[src/rtl/popsort_pkg.sv]
package popsort_pkg;

   // Number of bits needed to hold a count from 0 to n inclusive.
   function automatic int cnt_width(input int n);
      int w;
      w = 1;
      while ((1 << w) <= n) w++;
      return w;
   endfunction

endpackage

[src/rtl/popsort_cx_cell.sv]
// Single-bit compare-exchange: the ones side takes OR, the zeros side takes AND.
module popsort_cx_cell (
   input  logic a_i,
   input  logic b_i,
   output logic one_o,
   output logic zero_o
);
   assign one_o  = a_i | b_i;
   assign zero_o = a_i & b_i;
endmodule

[src/rtl/popsort_oet_net.sv]
// Odd-even transposition network. Stage s pairs lanes (i, i+1) with i of the
// same parity as s. The OR result goes to the lower lane.
module popsort_oet_net #(
   parameter int WIDTH  = 16,
   parameter int STAGES = WIDTH
) (
   input  logic [WIDTH-1:0] din_i,
   output logic [WIDTH-1:0] dout_o
);
   if (WIDTH < 2) begin : g_bad_width
      $error("popsort_oet_net: WIDTH must be at least 2");
   end
   if (STAGES < WIDTH) begin : g_bad_stages
      $error("popsort_oet_net: STAGES below WIDTH cannot sort every word");
   end

   for (genvar s = 0; s < STAGES; s++) begin : g_stg
      localparam int PAR = s % 2;
      logic [WIDTH-1:0] prv;
      logic [WIDTH-1:0] nxt;

      if (s == 0) begin : g_src_in
         assign prv = din_i;
      end else begin : g_src_stg
         assign prv = g_stg[s-1].nxt;
      end

      for (genvar i = 0; i < WIDTH; i++) begin : g_lane
         localparam bit IS_LO = (i >= PAR) && (((i - PAR) % 2) == 0) && (i + 1 < WIDTH);
         localparam bit IS_HI = (i >= PAR + 1) && (((i - 1 - PAR) % 2) == 0);
         if (IS_LO) begin : g_cell
            popsort_cx_cell u_cx (
               .a_i   (prv[i]),
               .b_i   (prv[i+1]),
               .one_o (nxt[i]),
               .zero_o(nxt[i+1])
            );
         end else if (!IS_HI) begin : g_pass
            assign nxt[i] = prv[i];
         end
      end
   end

   assign dout_o = g_stg[STAGES-1].nxt;

   // The network neither creates nor destroys ones.
   always_comb begin
      p_conserve_r1 : assert ($countones(dout_o) == $countones(din_i))
         else $error("R1: sorter changed the number of ones");
   end
endmodule

[src/rtl/popsort_boundary.sv]
// Thermometer to one-hot: hot[k] = t[k-1] & ~t[k], with t[-1]=1 and t[WIDTH]=0.
module popsort_boundary #(
   parameter int WIDTH = 16
) (
   input  logic [WIDTH-1:0] therm_i,
   output logic [WIDTH:0]   hot_o
);
   localparam int PW = WIDTH + 2;
   logic [PW-1:0] padded;

   assign padded = {1'b0, therm_i, 1'b1};

   for (genvar k = 0; k <= WIDTH; k++) begin : g_edge
      assign hot_o[k] = padded[k] & ~padded[k+1];
   end

   // A clean thermometer input leaves exactly one boundary.
   always_comb begin
      p_onehot_r3 : assert ($onehot(hot_o))
         else $error("R3: boundary code is not one-hot");
   end
endmodule

[src/rtl/popsort_encoder.sv]
// One-hot to binary: count bit b is the OR of every hot line whose index has bit b set.
module popsort_encoder #(
   parameter int LINES = 17,
   parameter int OUT_W = 5
) (
   input  logic [LINES-1:0] hot_i,
   output logic [OUT_W-1:0] bin_o
);
   if ((1 << OUT_W) < LINES) begin : g_bad_out
      $error("popsort_encoder: OUT_W too narrow for LINES");
   end

   for (genvar b = 0; b < OUT_W; b++) begin : g_bit
      logic [LINES-1:0] sel;
      for (genvar k = 0; k < LINES; k++) begin : g_line
         if (((k >> b) & 1) == 1) begin : g_on
            assign sel[k] = hot_i[k];
         end else begin : g_off
            assign sel[k] = 1'b0;
         end
      end
      assign bin_o[b] = |sel;
   end

   // Line 0 alone is the zero count.
   always_comb begin
      p_zero_r4 : assert (hot_i[0] == (bin_o == '0) || !$onehot(hot_i))
         else $error("R4: zero line and zero count disagree");
   end
endmodule

[src/rtl/popsort_counter.sv]
module popsort_counter
   import popsort_pkg::*;
#(
   parameter int WIDTH = 16,
   parameter int CNT_W = cnt_width(WIDTH)
) (
   input  logic [WIDTH-1:0] data_i,
   output logic [WIDTH-1:0] sorted_o,
   output logic [CNT_W-1:0] count_o
);
   localparam int LINES = WIDTH + 1;

   if (CNT_W < cnt_width(WIDTH)) begin : g_bad_cnt
      $error("popsort_counter: CNT_W cannot hold WIDTH");
   end

   logic [LINES-1:0] hot;

   popsort_oet_net #(.WIDTH(WIDTH), .STAGES(WIDTH)) u_net (
      .din_i (data_i),
      .dout_o(sorted_o)
   );

   popsort_boundary #(.WIDTH(WIDTH)) u_bnd (
      .therm_i(sorted_o),
      .hot_o  (hot)
   );

   popsort_encoder #(.LINES(LINES), .OUT_W(CNT_W)) u_enc (
      .hot_i(hot),
      .bin_o(count_o)
   );

   always_comb begin
      p_count_r3 : assert (int'(count_o) == $countones(data_i))
         else $error("R3: count does not match input population");
      p_therm_r2 : assert (($countones(sorted_o) == 0) ||
                           (sorted_o[0] && ((sorted_o & (sorted_o + 1'b1)) == '0)))
         else $error("R2: sorted word is not a low-end thermometer");
   end
endmodule

[config.mk]
export PLATFORM = sky130hd
export DESIGN_NAME = popsort_counter
export DESIGN_NICKNAME = d
export VERILOG_FILES = /design/src/rtl/popsort_pkg.sv /design/src/rtl/popsort_cx_cell.sv /design/src/rtl/popsort_oet_net.sv /design/src/rtl/popsort_boundary.sv /design/src/rtl/popsort_encoder.sv /design/src/rtl/popsort_counter.sv
export SDC_FILE = /design/constraint.sdc
export NUM_CORES = 1
export LEC_CHECK = 0
export BUFFER_PORTS_ARGS = -buffer_cell sky130_fd_sc_hd__buf_2
export CELL_PAD_IN_SITES_DETAIL_PLACEMENT = 1
export CELL_PAD_IN_SITES_GLOBAL_PLACEMENT = 2
export CORE_ASPECT_RATIO = 1.2
export CORE_MARGIN = 5
export CORE_UTILIZATION = 35
export DETAILED_ROUTE_END_ITERATION = 10
export PLACE_DENSITY_LB_ADDON = 0.1
export SLEW_MARGIN = 20
export SYNTH_ARGS = -nofsm -noshare
export SYNTH_HDL_FRONTEND = slang
export SYNTH_HIERARCHICAL = 1
export SYNTH_SLANG_ARGS = --single-unit
[constraint.sdc]
create_clock -name vclk -period 10.71
set_input_delay 1.071 -clock vclk [all_inputs]
set_output_delay 1.071 -clock vclk [all_outputs]
set_load 0.05 [all_outputs]
==> results of run 1 <==
[tightest hold or removal path, cell delays in order]
cell and delay [ns]:
buf_2 0.08, or2_1 0.09, or2_1 0.10, or2_1 0.10, or2_1 0.10, or2_1 0.10, or2_1 0.10, or2_1 0.10
or2_1 0.11, buf_2 0.26
[routing by layer]
metal,global-route usage [%],up-vias
met3,1.51,0
li1,-,893
met1,8.10,792
met4,0,0
met2,19.3,35
met5,0,-
[area by class of cell]
cell class	instances	area share, %
Multi-Input combinational cell	266	87.3
Tap cell	62	3.74
Timing Repair Buffer	37	8.93
[cell usage in the layout (no fill, tap or decap)]
cell type	n
or2_1	120
nor4_1	6
and2_2	120
buf_2	37
nand2_1	4
nor4_2	1
nor2b_1	15
[per-stage QoR]
stage	worst slack (ns)	util [%]	power (mW)	cell area, um^2
6_report	4.18	40.0	0.112	2070
3_3_place_gp	4.16	40.0	0.113	2070
3_5_place_dp	4.14	40.0	0.114	2070
4_1_cts	4.14	40.0	0.114	2070
5_1_grt	3.85	40.0	0.124	2070
2_1_floorplan	4.11	-	0.0929	1840
[where the power goes]
group          switching (mW)  leakage [nW]  internal, mW
Clock                       0             0             0
Combinational          0.0675         0.864        0.0443
Sequential                  0             0             0
[final timing paths]
check                      to  slack (ns)  cells past startpoint
setup / recovery   count_o[1]        4.18                     21
hold / removal    sorted_o[0]        3.28                     10
==> flow_summary_export.csv, run 1 <==
group,metric,value,unit
outcome,status,"completed",
placement,gp_congestion,0.666,
worst_setup_path,crit_start,"data_i[15]",
min_path,hp-start,"data_i[1]",
drt,wl_met3,203,um
worst_setup_path,cp.required,9.64,ns
placement,place_inst,365,
worst_setup_path,critical-path-max-stage-delay,0.26,ns
sta,fmax,153,MHz
worst_setup_path,slowest_stage,"nor4_1",
drt,met1_length,1010,um
logic_synthesis,synth_warnings,6,
finish,syn_to_final_growth,12.6,%
sta,setup_viol,0,
sta,min_period_over_period,61.0,%
drt,dr.max_layer_used,"met3",
drt,first_iter_violations,5,
logic_synthesis,syn_area_per_cell,6.82,um^2
finish,drive_above_1_share,52.1,%
run,maxCapViolCount,0,
drt,vias_per_cell,4.71,
floorplan,fp.dieH,89.4,um
power,cellPowerDensity,53.9,mW/mm^2
sta,worst_pin_slew,0.304,ns
floorplan,io_pins,37,
drt,ant_nets,0,
floorplan,dieArea,0.00682,mm^2
clock_network,ctsResizeCount,0,
finish,multi_input_area,0.00181,mm^2
power,vdd_ir_drop_max,0.0000617,V
finish,nFillCells,695,
sta,hold_viol,0,
grt,antenna_found_initial,0,
drt,route.met2.wl,1440,um
worst_setup_path,crit_path_cell_trace,"buf_2 > or2_1 > or2_1 > or2_1 > or2_1 > or2_1 > or2_1 > or2_1 > or2_1 > or2_1 > or2_1 > or2_1 > and2_2 > or2_1 > or2_1 > or2_1 > or2_1 > nor2b_1 > nor4_1 > nand2_1 > buf_2",
worst_setup_path,cp.buffers_inverters,2,
finish,register_area,0,um^2
floorplan,start_util,35.5,%
logic_synthesis,netlist_area,0.00184,mm^2
worst_setup_path,crit_type,"in2out",
worst_setup_path,critPathLaunchType,"primary input",
finish,layout.clock_buffers,0,
logic_synthesis,synth_cells,270,
worst_setup_path,cp-end-kind,"output port",
grt,grt_use_total,8.44,%
sta,rsz0062_at_grt,"false",
floorplan,coreArea,0.00519,mm^2
worst_setup_path,critPathMaxFanout,3,
sta,tns,0,ns
worst_setup_path,worstPathArrival,5.46,ns
drt,drt_wl_total,2650,um
clock_network,postCtsSetupRepairBufs,0,
floorplan,rows,29,
placement,portBuffers,37,
grt,grt-ovfl-total,0,
finish,diodes,0,
drt,drt-wirelength-per-cell,7.27,um
sta,whs,3.28,ns
power,leakagePower,0.864,nW
grt,grt_max_degree,4,
finish,seq_cell_count,0,
worst_setup_path,cp_top_family,"simple AND/OR/NAND/NOR gates",
grt,grt_pass1_wl,5390,um
finish,layout.cells.non_filler,365,
floorplan,die_x,76.2,um
finish,nets,321,
clock_network,ctsHoldBuffers,0,
logic_synthesis,syn_nets,286,
drt,firstDrtPassIters,2,
grt,grt_pass1_vias,1567,
drt,route.detailed.drc,0,
sta,finalCriticalPeriod,6.53,ns
sta,slew_headroom,79.5,%
sta,slew_viol_final,0,
min_path,hp-class,"in2out",
drt,vias,1720,
worst_setup_path,cpMostUsedCell,"or2_1",
Note: power is estimated with default switching activity, not from simulation.
==> run 2: changes to the inputs <==
Settings changed: CORE_UTILIZATION 35 to 32.
Clock period 10.71 ns to 6.49 ns, I/O delays scaled along.
==> flow_summary_export.csv, run 2 (same netlist as run 1, synthesis figures left out) <==
group,metric,value,unit
outcome,status,"completed",
worst_setup_path,cpMostUsedCell,"or2_1",
floorplan,die_x,79.2,um
floorplan,coreArea,0.00563,mm^2
power,vdd_ir_drop_max,0.000134,V
min_path,hold_path_depth,10,
drt,ant_nets,0,
clock_network,ctsResizeCount,0,
floorplan,fp.dieH,93.1,um
worst_setup_path,slowest_stage,"nor4_1",
clock_network,ctsHoldBuffers,0,
worst_setup_path,crit_type,"in2out",
grt,grt_pass1_wl,5070,um
run,maxCapViolCount,0,
min_path,hp-class,"in2out",
finish,multi_input_area,0.00181,mm^2
finish,drive_above_1_share,52.1,%
sta,slew_headroom,80.2,%
worst_setup_path,cp.required,5.84,ns
sta,tns,0,ns
grt,grt_use_total,7.53,%
clock_network,postCtsSetupRepairBufs,0,
power,cellPowerDensity,89.0,mW/mm^2
finish,register_area,0,um^2
sta,slew_viol_final,0,
sta,finalCriticalPeriod,5.70,ns
finish,layout.clock_buffers,0,
finish,nFillCells,754,
finish,seq_cell_count,0,
finish,syn_to_final_growth,12.8,%
grt,antenna_found_initial,0,
drt,drt_wl_total,2690,um
grt,grt-ovfl-total,0,
sta,rsz0062_at_grt,"false",
finish,nets,321,
min_path,min_to,"sorted_o[0]",
finish,final_util,36.9,%
placement,portBuffers,37,
finish,diodes,0,
grt,busiest_layer,"met2",
floorplan,start_util,32.7,%
worst_setup_path,cp-end-kind,"output port",
grt,grt_pass1_vias,1492,
sta,hold_viol,0,
power,leakagePower,0.864,nW
min_path,hp-start,"data_i[0]",
drt,first_iter_violations,0,
worst_setup_path,critPathMaxFanout,3,
worst_setup_path,critical-path-max-stage-delay,0.28,ns
floorplan,io_pins,37,
worst_setup_path,critPathLaunchType,"primary input",
grt,use_met3,0.193,%
finish,layout_common_cells,"or2_1 (120), and2_2 (120), buf_2 (37)",
floorplan,rows,30,
worst_setup_path,crit_path_cell_trace,"buf_2 > or2_1 > or2_1 > or2_1 > or2_1 > or2_1 > or2_1 > or2_1 > or2_1 > or2_1 > or2_1 > or2_1 > or2_1 > or2_1 > or2_1 > and2_2 > and2_2 > nor2b_1 > nor4_1 > nand2_1 > buf_2",
placement,gp_congestion,0.701,
sta,worst_pin_slew,0.294,ns
drt,vias,1702,
sta,min_period_over_period,87.8,%
drt,drt-wirelength-per-cell,7.34,um
grt,grt_util_met1,8.03,%
drt,vias_per_cell,4.64,
sta,fmax,175,MHz
drt,firstDrtPassIters,1,
drt,route.detailed.drc,0,
worst_setup_path,worstPathArrival,5.05,ns
grt,use_met2,16.6,%
floorplan,dieArea,0.00737,mm^2
sta,whs,2.41,ns
grt,grt_max_degree,4,
sta,setup_viol,0,
run 2: per-layer routing:
metal / vias up / share of wire, %
li1: 896 / -
met4: 0 / 0
met2: 31 / 55
met3: 0 / 6.1
met5: - / 0
met1: 775 / 39
run 2: worst max-delay path by stage:
stage / startpoint / endpoint / slack [ns] / cells after the start
after floorplan: data_i[15] / count_o[1] / 0.73 / 19
after global placement: data_i[15] / count_o[1] / 0.78 / 21
after detailed placement: data_i[15] / count_o[1] / 0.74 / 21
after CTS: data_i[15] / count_o[1] / 0.74 / 21
after global routing: data_i[15] / count_o[1] / 0.42 / 21
final: data_i[15] / count_o[0] / 0.79 / 21
run 2: worst max-delay path: cells and delay by family:
family                 cells  cell delay (ns)
buffers and inverters      2             0.31
AND/OR/NAND/NOR           19             4.09
run 2: per-stage QoR:
step | setup WS [ns] | power (mW) | std cells | instance area (um^2)
finish | 0.792 | 0.185 | 367 | 2080
detailed placement | 0.741 | 0.188 | 367 | 2080
floorplan | 0.733 | 0.153 | 270 | 1840
CTS | 0.741 | 0.188 | 367 | 2080
global placement | 0.778 | 0.187 | 367 | 2080
global route | 0.424 | 0.204 | 367 | 2080
run 2: cell type report:
| cell class | count | area share [%] |
|---|---|---|
| Multi-Input combinational cell | 266 | 87.2 |
| Tap cell | 64 | 3.86 |
| Timing Repair Buffer | 37 | 8.92 |
run 2: power by group:
part           internal [mW]  switching [mW]
logic                 0.0731           0.112
clock network              0               0
registers                  0               0
total                 0.0731           0.112
==> run 3: changes to the inputs <==
Settings changed: CORE_ASPECT_RATIO 1.2 to not set, CORE_UTILIZATION 32 to 30, SLEW_MARGIN 20 to 0.
==> flow_summary_export.csv, run 3 (same netlist as run 1, synthesis figures left out) <==
group,metric,value,unit
outcome,status,"completed",
worst_setup_path,critPathMaxFanout,3,
power,vdd_ir_drop_max,0.000144,V
sta,tns,0,ns
sta,slew_viol_final,0,
floorplan,dieArea,0.00780,mm^2
power,cellPowerDensity,88.9,mW/mm^2
clock_network,postCtsSetupRepairBufs,0,
finish,layout_common_cells,"or2_1 (120), and2_2 (120), buf_2 (37)",
finish,syn_to_final_growth,13.5,%
power,leakagePower,0.864,nW
grt,grt_max_degree,4,
worst_setup_path,cp-end-kind,"output port",
sta,hold_viol,0,
drt,vias_per_cell,4.50,
drt,drt_wl_total,2850,um
min_path,min_to,"sorted_o[0]",
min_path,hold_path_depth,10,
grt,antenna_found_initial,0,
worst_setup_path,crit_start,"data_i[15]",
sta,finalCriticalPeriod,5.76,ns
sta,fmax,173,MHz
placement,gp_congestion,0.826,
sta,min_period_over_period,88.8,%
min_path,hp-start,"data_i[1]",
drt,first_iter_violations,1,
finish,seq_cell_count,0,
floorplan,start_util,30.9,%
grt,grt-ovfl-total,0,
placement,place_inst,378,
drt,drt-wirelength-per-cell,7.54,um
placement,portBuffers,37,
grt,grt_pass1_wl,5300,um
worst_setup_path,worstPathArrival,5.12,ns
finish,diodes,0,
worst_setup_path,cp.required,5.84,ns
clock_network,ctsHoldBuffers,0,
floorplan,io_pins,37,
worst_setup_path,cpMostUsedCell,"or2_1",
worst_setup_path,critical-path-max-stage-delay,0.32,ns
finish,nets,321,
worst_setup_path,crit_path_cell_trace,"buf_2 > or2_1 > or2_1 > or2_1 > or2_1 > or2_1 > or2_1 > or2_1 > or2_1 > or2_1 > or2_1 > or2_1 > or2_1 > or2_1 > or2_1 > and2_2 > and2_2 > nor2b_1 > nor4_1 > nand2_1 > buf_2",
grt,grt_pass1_vias,1530,
clock_network,ctsResizeCount,0,
finish,layout.cells.non_filler,378,
sta,setup_viol,0,
floorplan,fp.dieH,88.3,um
drt,firstDrtPassIters,2,
sta,worst_pin_slew,0.291,ns
worst_setup_path,cp_top_family,"simple AND/OR/NAND/NOR gates",
floorplan,rows,28,
sta,rsz0062_at_grt,"false",
drt,vias,1700,
run,maxCapViolCount,0,
floorplan,coreArea,0.00596,mm^2
finish,drive_above_1_share,52.1,%
drt,ant_nets,0,
finish,register_area,0,um^2
worst_setup_path,crit_type,"in2out",
worst_setup_path,slowest_stage,"nor4_1",
min_path,hp-class,"in2out",
worst_setup_path,critPathLaunchType,"primary input",
drt,route.detailed.drc,0,
placement,dp_hpwl,2890,um
sta,slew_headroom,80.4,%
worst_setup_path,cp.buffers_inverters,2,
finish,layout.clock_buffers,0,
floorplan,die_x,88.3,um
finish,nFillCells,786,
grt,grt_use_total,7.48,%
sta,whs,2.48,ns
==> run 3: cell counts in the layout (fill, tap and decap cells not counted) <==
Identical to the previous run, type by type.
==> run 3: worst max path at each step <==
stage                            end  slack (ns)  depth (start not counted)
after floorplan           count_o[1]        0.73                         19
after global placement    count_o[1]        0.78                         21
after detailed placement  count_o[1]        0.67                         21
after CTS                 count_o[1]        0.67                         21
after global routing      count_o[1]        0.37                         21
final                     count_o[1]        0.73                         21
==> run 3: through the flow <==
step / utilization [%] / setup WS, ns / total power, mW / cell area [um^2]
6_report: 35.1 / 0.725 / 0.186 / 2090
5_1_grt: 35.1 / 0.373 / 0.205 / 2090
4_1_cts: 35.1 / 0.671 / 0.189 / 2090
3_5_place_dp: 35.1 / 0.675 / 0.189 / 2090
3_3_place_gp: 35.1 / 0.781 / 0.187 / 2090
2_1_floorplan: - / 0.733 / 0.153 / 1840
==> run 3: worst min-delay path, cell delays in order <==
cell	delay (ns)
buf_2	0.08
or2_1	0.09
or2_1	0.10
or2_1	0.11
or2_1	0.11
or2_1	0.11
or2_1	0.11
or2_1	0.10
or2_1	0.11
buf_2	0.26
==> run 3: final cells by class <==
cell class | count | area, um^2 | area share, %
Multi-Input combinational cell | 266 | 1810 | 86.6
Timing Repair Buffer | 37 | 185 | 8.86
Tap cell | 75 | 93.8 | 4.49
==> run 3: where the power goes <==
| group | switching (mW) | internal (mW) |
|---|---|---|
| Combinational | 0.113 | 0.0731 |
| Clock | 0 | 0 |
| Sequential | 0 | 0 |
| Total | 0.113 | 0.0731 |
==> run 3: metal layers <==
metal | vias up | GRT usage [%] | routed length [um]
met2 | 35 | 16.1 | 1400
met4 | 0 | 0 | 0
met3 | 0 | 0 | 221
met5 | - | 0 | 0
li1 | 890 | - | -
met1 | 775 | 8.54 | 1230
